$ cat src/rtl/ecc_syn_pkg.sv
package ecc_syn_pkg;
  typedef enum logic [1:0] {
    ST_CLEAN   = 2'b00,
    ST_REPAIR  = 2'b01,
    ST_CODEERR = 2'b10,
    ST_MULTI   = 2'b11
  } ecc_status_e;
endpackage

$ cat src/rtl/ecc_code_unpack.sv
// Spreads a three-byte check code over a word of four bytes: two halves,
// each holding one full byte plus one nibble of the shared third byte.
module ecc_code_unpack #(
  parameter int BYTE_W = 8,
  localparam int WORD_W = 4 * BYTE_W,
  localparam int HALF_W = 2 * BYTE_W,
  localparam int NIB_W  = BYTE_W / 2
) (
  input  logic [3*BYTE_W-1:0] code,
  output logic [WORD_W-1:0]   word
);
  always_comb begin
    word = '0;
    word[BYTE_W-1:0]                         = code[BYTE_W-1:0];
    word[HALF_W+BYTE_W-1:HALF_W]             = code[2*BYTE_W-1:BYTE_W];
    word[BYTE_W+NIB_W-1:BYTE_W]              = code[2*BYTE_W+NIB_W-1:2*BYTE_W];
    word[HALF_W+BYTE_W+NIB_W-1:HALF_W+BYTE_W] = code[3*BYTE_W-1:2*BYTE_W+NIB_W];
  end
endmodule

$ cat src/rtl/ecc_popcnt_tree.sv
// First level of the population count is registered per leaf; the leaf
// counts are summed combinationally in the following stage.
module ecc_popcnt_tree #(
  parameter int IN_W   = 32,
  parameter int LEAF_W = 4,
  localparam int LEAVES = IN_W / LEAF_W,
  localparam int LCW    = $clog2(LEAF_W + 1),
  localparam int TOT_W  = $clog2(IN_W + 1)
) (
  input  logic             clk,
  input  logic             rst,
  input  logic             en,
  input  logic [IN_W-1:0]  vec,
  output logic [TOT_W-1:0] total
);
  logic [LCW-1:0] leaf_q [LEAVES];

  for (genvar g = 0; g < LEAVES; g++) begin : g_leaf
    logic [LCW-1:0] leaf_d;
    always_comb begin
      leaf_d = '0;
      for (int b = 0; b < LEAF_W; b++)
        leaf_d = leaf_d + LCW'(vec[g*LEAF_W + b]);
    end
    always_ff @(posedge clk) begin
      if (rst)     leaf_q[g] <= '0;
      else if (en) leaf_q[g] <= leaf_d;
    end
  end

  always_comb begin
    total = '0;
    for (int i = 0; i < LEAVES; i++)
      total = total + TOT_W'(leaf_q[i]);
  end
endmodule

$ cat src/rtl/ecc_syn_classify.sv
module ecc_syn_classify
  import ecc_syn_pkg::*;
#(
  parameter int WORD_W = 32,
  parameter int HALF_W = 16,
  parameter int BYTE_W = 8,
  parameter int OFS_W  = 9,
  localparam int BIT_W = $clog2(BYTE_W),
  localparam int LOC_W = BIT_W + OFS_W,
  localparam int TOT_W = $clog2(WORD_W + 1)
) (
  input  logic [WORD_W-1:0] syn,
  input  logic [TOT_W-1:0]  total,
  input  logic              erased,
  output ecc_status_e       cls,
  output logic [OFS_W-1:0]  offset,
  output logic [BYTE_W-1:0] mask
);
  logic [LOC_W-1:0] loc;
  assign loc = syn[HALF_W+LOC_W-1:HALF_W];

  always_comb begin
    cls    = ST_MULTI;
    offset = '0;
    mask   = '0;
    if (total == '0) begin
      cls = ST_CLEAN;
    end else if (total == TOT_W'(LOC_W)) begin
      cls    = ST_REPAIR;
      offset = loc[LOC_W-1:BIT_W];
      mask   = BYTE_W'(1) << loc[BIT_W-1:0];
    end else if (total == TOT_W'(1)) begin
      cls = ST_CODEERR;
    end else if (erased) begin
      cls = ST_CLEAN;
    end
  end
endmodule

$ cat src/rtl/ecc_syndrome_decoder.sv
module ecc_syndrome_decoder
  import ecc_syn_pkg::*;
#(
  parameter int BYTE_W       = 8,
  parameter int SECTOR_BYTES = 512,
  parameter int LEAF_W       = 4,
  parameter int OFS_W        = $clog2(SECTOR_BYTES)
) (
  input  logic                clk,
  input  logic                rst,
  input  logic                start,
  input  logic [3*BYTE_W-1:0] stored_code,
  input  logic [3*BYTE_W-1:0] computed_code,
  input  logic [BYTE_W-1:0]   fix_in,
  output logic [1:0]          status,
  output logic                done,
  output logic [OFS_W-1:0]    err_offset,
  output logic [BYTE_W-1:0]   err_mask,
  output logic [BYTE_W-1:0]   fixed_byte
);
  localparam int WORD_W = 4 * BYTE_W;
  localparam int HALF_W = 2 * BYTE_W;
  localparam int USED_W = BYTE_W + BYTE_W / 2;
  localparam int TOT_W  = $clog2(WORD_W + 1);
  localparam logic [HALF_W-1:0] HALF_ONES = HALF_W'({USED_W{1'b1}});
  localparam logic [WORD_W-1:0] ERASED_WORD = {HALF_ONES, HALF_ONES};

  logic [WORD_W-1:0] stored_w, computed_w, syn_d;

  ecc_code_unpack #(.BYTE_W(BYTE_W)) u_unp_stored (
    .code(stored_code), .word(stored_w));
  ecc_code_unpack #(.BYTE_W(BYTE_W)) u_unp_computed (
    .code(computed_code), .word(computed_w));

  assign syn_d = stored_w ^ computed_w;

  // Stage 1: syndrome, erased flag and leaf counts
  logic              s1_valid, s1_erased;
  logic [WORD_W-1:0] s1_syn;
  logic [TOT_W-1:0]  s1_total;

  always_ff @(posedge clk) begin
    if (rst) begin
      s1_valid  <= 1'b0;
      s1_erased <= 1'b0;
      s1_syn    <= '0;
    end else begin
      s1_valid <= start;
      if (start) begin
        s1_syn    <= syn_d;
        s1_erased <= (stored_w == ERASED_WORD) && (computed_w == '0);
      end
    end
  end

  ecc_popcnt_tree #(.IN_W(WORD_W), .LEAF_W(LEAF_W)) u_pop (
    .clk(clk), .rst(rst), .en(start), .vec(syn_d), .total(s1_total));

  // Stage 2: classification into registered outputs
  ecc_status_e       cls;
  logic [OFS_W-1:0]  cls_ofs;
  logic [BYTE_W-1:0] cls_mask;

  ecc_syn_classify #(
    .WORD_W(WORD_W), .HALF_W(HALF_W), .BYTE_W(BYTE_W), .OFS_W(OFS_W)
  ) u_cls (
    .syn(s1_syn), .total(s1_total), .erased(s1_erased),
    .cls(cls), .offset(cls_ofs), .mask(cls_mask));

  ecc_status_e       status_q;
  logic              done_q;
  logic [OFS_W-1:0]  ofs_q;
  logic [BYTE_W-1:0] mask_q;

  always_ff @(posedge clk) begin
    if (rst) begin
      status_q <= ST_CLEAN;
      done_q   <= 1'b0;
      ofs_q    <= '0;
      mask_q   <= '0;
    end else begin
      done_q <= s1_valid;
      if (s1_valid) begin
        status_q <= cls;
        ofs_q    <= cls_ofs;
        mask_q   <= cls_mask;
      end
    end
  end

  assign status     = status_q;
  assign done       = done_q;
  assign err_offset = ofs_q;
  assign err_mask   = mask_q;
  assign fixed_byte = fix_in ^ mask_q;
endmodule

$ cat config.mk
export PLATFORM = sky130hd
export DESIGN_NAME = ecc_syndrome_decoder
export DESIGN_NICKNAME = d
export VERILOG_FILES = /design/src/rtl/ecc_syn_pkg.sv /design/src/rtl/ecc_code_unpack.sv /design/src/rtl/ecc_popcnt_tree.sv /design/src/rtl/ecc_syn_classify.sv /design/src/rtl/ecc_syndrome_decoder.sv
export SDC_FILE = /design/constraint.sdc
export NUM_CORES = 1
export LEC_CHECK = 0
export ABC_AREA = 0
export BUFFER_PORTS_ARGS = -buffer_cell sky130_fd_sc_hd__buf_4
export CAP_MARGIN = 20
export CORE_MARGIN = 2
export CORE_UTILIZATION = 45
export DETAILED_ROUTE_END_ITERATION = 10
export GPL_TIMING_DRIVEN = 0
export MAX_ROUTING_LAYER = met4
export PLACE_DENSITY = 0.79
export RECOVER_POWER = 25
export SETUP_SLACK_MARGIN = 0.3
export SLEW_MARGIN = 20
export SYNTH_ARGS = -nofsm -noshare
export SYNTH_HDL_FRONTEND = slang
export SYNTH_SLANG_ARGS = --single-unit
$ cat constraint.sdc
create_clock -name clk -period 8 [get_ports clk]
set_input_delay 1.2 -clock clk [delete_from_list [all_inputs] [get_ports clk]]
set_output_delay 1.2 -clock clk [all_outputs]
set_load 0.1 [all_outputs]
# == Yosys cells after proc, flatten, opt, wreduce, memory -nomap -nowiden ==
# Memories as Yosys holds them, arrays and structs flattened.
# Index checks and enable logic that the tools add are counted.
# word_totals
ram_bits,24
wordCells,77
mem_count,1
out_inout_bits,28
ff_bits,50
input_bits,59
# classes
addsub,31
reduce_logical,3
n_eq_ne,3
shift,1
mux,21
bitwise,10
# mem_list
name,depth,width,read_ports,rd_ports_with_merged_regs,wr,line,rtl
u_pop.leaf_q,8,3,8,0,8,ecc_popcnt_tree.sv:16,logic [LCW-1:0] leaf_q [LEAVES];
# ops
cell,n
$add A6 B3 Y6,6
$logic_not A32 Y1,1
$xor A28 B28 Y28,1
$eq A24 B24 Y1 const B,1
$mux W3,8
$add A2 B1 Y3,7
$add A3 B1 Y3,7
$mux W9,2
$mux W8,2
$add A1 B1 Y2,7
$mux W2,4
$or A1 B1 Y1,8
$shl A1 B3 Y8 const A,1
$xor A8 B8 Y8,1
$add A3 B1 Y3 const B,2
$eq A6 B1 Y1 const B,1
$eq A6 B4 Y1 const B,1
$logic_not A6 Y1,1
$mux W1,5
$add A3 B3 Y4,1
$add A1 B1 Y2 const AB,1
$logic_and A1 B1 Y1,1

# == Logic depth before layout (Yosys ltp) ==
# An unclocked memory read counts as a cell.
# logic_depth
ltp_word,12
mapped_depth,17
depth_no_buf,16

# == Cells and area by module ==
# From an unflattened synthesis, not the netlist that was laid out.
# hier_totals
cells_unflattened,515
area_unflattened_um2,5163.7
# by_module_without_submodules
mod,cells_per_inst,instances,area_each_um2,seq_area_each_um2
ecc_syndrome_decoder,235,1,2409.8,1081.0
ecc_popcnt_tree,181,1,2020.7,720.7
ecc_code_unpack,33,2,244.0,0.0
ecc_syn_classify,33,1,245.2,0.0

# == Least setup slack after synthesis ==
# No wires, ideal clock.
# synth_timing
path_kind,flip-flop to flip-flop
startpoint,mem u_pop.leaf_q[0][0] (netlist bit)
endpoint,reg status_q[0] (netlist: status[0])
slack_ps,3670
t_required_ps,7873
arrival_time_ps,4203
stages_incl_launch_ff,18
path_buffers,1
path_cell_list,edfxtp_1 ha_1 fa_1 inv_1 fa_1 inv_1 fa_1 inv_1 fa_1 inv_1 ha_1 inv_1 fa_1 nor4b_1 a31o_2 buf_2 nor3_1 or3_1
# synth_lines
element,line,rtl
from (decl),ecc_popcnt_tree.sv:16,
to (signal assigned),ecc_syndrome_decoder.sv:84,status_q <= cls;
to (decl),ecc_syndrome_decoder.sv:70,ecc_status_e status_q;

==> flow_metrics.tcl <==
set metrics [dict create \
    critical_path_class "flip-flop to flip-flop" \
    viasPerCell 5.068 \
    peakVddDrop_mv 0.1430 \
    nets 470 \
    crit_arrival_ns 4.96 \
    holdBufCountCts 0 \
    nFillCells 578 \
    drt_first_pass_iters 4 \
    r2r_cells 16 \
    p_comb_frac 0.490 \
    power_mw 0.9110 \
    min_period_ns 4.694 \
    finalCritPeriodShare 0.5868 \
    drive_above_1_share 0.2601 \
    power.share.clock 0.170 \
    drc 0 \
    rrSetupSlack_ns 3.31 \
    p_sw_frac 0.4083 \
    drt-wirelength-per-cell_um 14.76 \
    core_um2 6719 \
    cts_resized 0 \
    yosys_register_bits 52 \
    reg2reg_to "err_offset[1]" \
    yosys_most_used_dff "dfxtp_1" \
    final_common_cell "buf_4" \
    clkTransAtPathRegs_ns 0.11 \
    fin_setup_tns_ns 0 \
    grt_setup_unrepaired "false" \
    io_pins 87 \
    rr_startpoint "u_pop.leaf_q[0][0]" \
    hold_path_class "flip-flop to flip-flop" \
    gp_congestion 0.8371 \
    ant_nets 0 \
    synthesis.area_um2 3103 \
    async_flop_share 0 \
    die_h_um 87.04 \
    setup_viol 0 \
    h-tree-depth 2 \
    fin_skew_ns 0.01468 \
    start_kind "flip-flop" \
    holdPathStages 1 \
    worstMarginPinSlew_ns 1.289 \
    clkLatencyLatePin_ns 0.31 \
    hold_start "err_offset[0]" \
    multi_input_area_um2 1744 \
    outcome "complete, no violations" \
    pwr_density_cell_nw_per_um2 232.9 \
    dp_hpwl_mm 5.616 \
    drt-initial-drc-count 75 \
    seq_area_frac_synth 0.3935 \
    die_w_um 87.04 \
    grt_use_total 0.1895 \
    die_area_um2 7576 \
    p_sw_mw 0.3719 \
    fin_hold_ws_ns 0.4912 \
    num_antenna_cells 0 \
    fmax_mhz 213.0 \
    initial_utilization 0.4618 \
    clock-sinks 52 \
    grt_pass1_wl_mm 10.87 \
    syn_avg_cell_area_um2 11.04 \
    ctsRootBufferMaster "clkbuf_8" \
    p_leak_nw 1.831 \
    regArea_um2 1221 \
    cts_tree "yes" \
    p_seq_frac 0.339 \
    vias 2296 \
    hold_viol 0 \
    synth_fp_nets 379 \
    grt_max_degree 20 \
    post-cts-setup-buffer-count 0 \
    final_cell_mix "buf_4 (80), dfxtp_1 (34), xor2_1 (32), inv_1 (27), ha_1 (23)" \
    wl_mm 6.686 \
    drv_cap 0 \
    antenna_found_initial 0 \
    area_growth_syn_to_layout_pct 26.05 \
    synth_edf_count 18 \
    whs_endpoint "err_offset[0]" \
    cts_made_buffers 5 \
    synthCells 281 \
    rows 30 \
    grt_overflow 0 \
    ys_types 41 \
    yosysWarnings 0 \
    critPathCaptureType "flip-flop" \
    clock_path_buffers 2 \
    first_global_vias 2389 \
    maxSlewHeadroom 0.1409 \
    cp.required_ns 8.26 \
    cp_max_fo 10 \
    portBuffers 84 \
    p_int_mw 0.5390 \
    maxSlewViolCount 0 \
]
-- synthesized netlist by cell type, drive strengths merged, types with 2 or more instances --
cell,count,area [µm²]
fa,16,320.3
nor2b,3,18.77
a21o,2,15.01
edfxtp,18,540.5
nand4,4,25.02
nor2,20,75.07
mux2i,12,120.1
xor2,32,280.3
buf,3,13.76
dfxtp,34,680.7
and2,18,112.6
a21oi,7,35.03
nand2b,4,25.02
a22o,9,78.83
nand3,4,20.02
inv,27,101.4
nand2,9,33.78
nor3,3,15.01
nor4b,2,32.53
clkbuf,6,22.52
ha,23,287.8
nor4bb,7,70.07
a32oi,2,17.52
nand4b,2,23.77
-- stage by stage --
stage / instance area (µm²) / util / setup slack [ns] / cells
floorplan: 3103 / - / 3.670 / 281
global placement: 3834 / 0.5706 / 3.404 / 445
detailed placement: 3834 / 0.5706 / 3.304 / 445
CTS: 3926 / 0.5844 / 3.277 / 453
global route: 3911 / 0.5821 / 3.066 / 453
finish: 3911 / 0.5821 / 3.306 / 453
-- logic make-up (layout without fill, tap and decap cells) --
family	after synthesis	in the layout	share of synthesized area
adders and majority gates	39	39	0.1960
DFF	52	52	0.3935
AOI/OAI and AO/OA	25	25	0.06371
xor gates and xnor gates	33	33	0.09315
and+or+nand+nor	84	84	0.1706
muxes	12	12	0.03871
buffers and inverters	36	128	0.04435
-- worst max path at each step --
stage | start | end | slack, ns | cells after the start
floorplan | u_pop.leaf_q[0][0] | status[0] | 3.67 | 17
global placement | u_pop.leaf_q[0][0] | err_offset[5] | 3.40 | 16
detailed placement | u_pop.leaf_q[0][0] | err_offset[1] | 3.30 | 16
CTS | u_pop.leaf_q[0][0] | err_offset[1] | 3.28 | 16
global route | u_pop.leaf_q[0][0] | err_offset[1] | 3.07 | 16
finish | u_pop.leaf_q[0][0] | err_offset[1] | 3.31 | 16
-- state kept, by name (all words and copies together) (netlist names) --
signal / count
u_pop.leaf_q: 18
err_offset: 9
s1_valid: 1
s1_erased: 1
status: 2
s1_syn: 12
err_mask: 8
done: 1
-- power by group through the flow --
stage	logic, mW	clock network [mW]	registers, mW
5_1_grt	0.501	0.169	0.312
3_5_place_dp	0.451	0	0.315
3_3_place_gp	0.425	0	0.314
4_1_cts	0.452	0.159	0.309
6_report	0.447	0.155	0.309
2_1_floorplan	0.297	0	0.345
-- per-layer routing --
| metal | wire (µm) | global-route usage | part of all wire |
|---|---|---|---|
| met5 | 0 | - | 0 |
| met4 | 49 | 0.03835 | 0.0073 |
| met3 | 272 | 0.03318 | 0.041 |
| met2 | 3609 | 0.3373 | 0.54 |
| met1 | 2755 | 0.2248 | 0.41 |
-- final cells by class --
| type | instances | share of cell area |
|---|---|---|
| multi-input combinational | 193 | 0.4459 |
| timing repair buffer | 84 | 0.1574 |
| sequential | 52 | 0.3122 |
| clock buffer | 5 | 0.01759 |
| inverter | 27 | 0.02591 |
| clock inverter | 3 | 0.006078 |
| buffer | 9 | 0.009277 |
| tap | 80 | 0.02559 |
-- critical path, stage by stage (launching register included) --
cell and delay [ns]:
edfxtp_1 0.38, ha_1 0.24, fa_1 0.49, inv_1 0.05
fa_1 0.48, inv_1 0.06, fa_1 0.53, inv_1 0.06
fa_1 0.42, inv_1 0.07, ha_1 0.15, inv_1 0.05
fa_1 0.37, nor4b_1 0.29, a31o_2 0.22, nor4b_4 0.53
a22o_1 0.25
No activity file was read; power rests on OpenSTA's default activity.
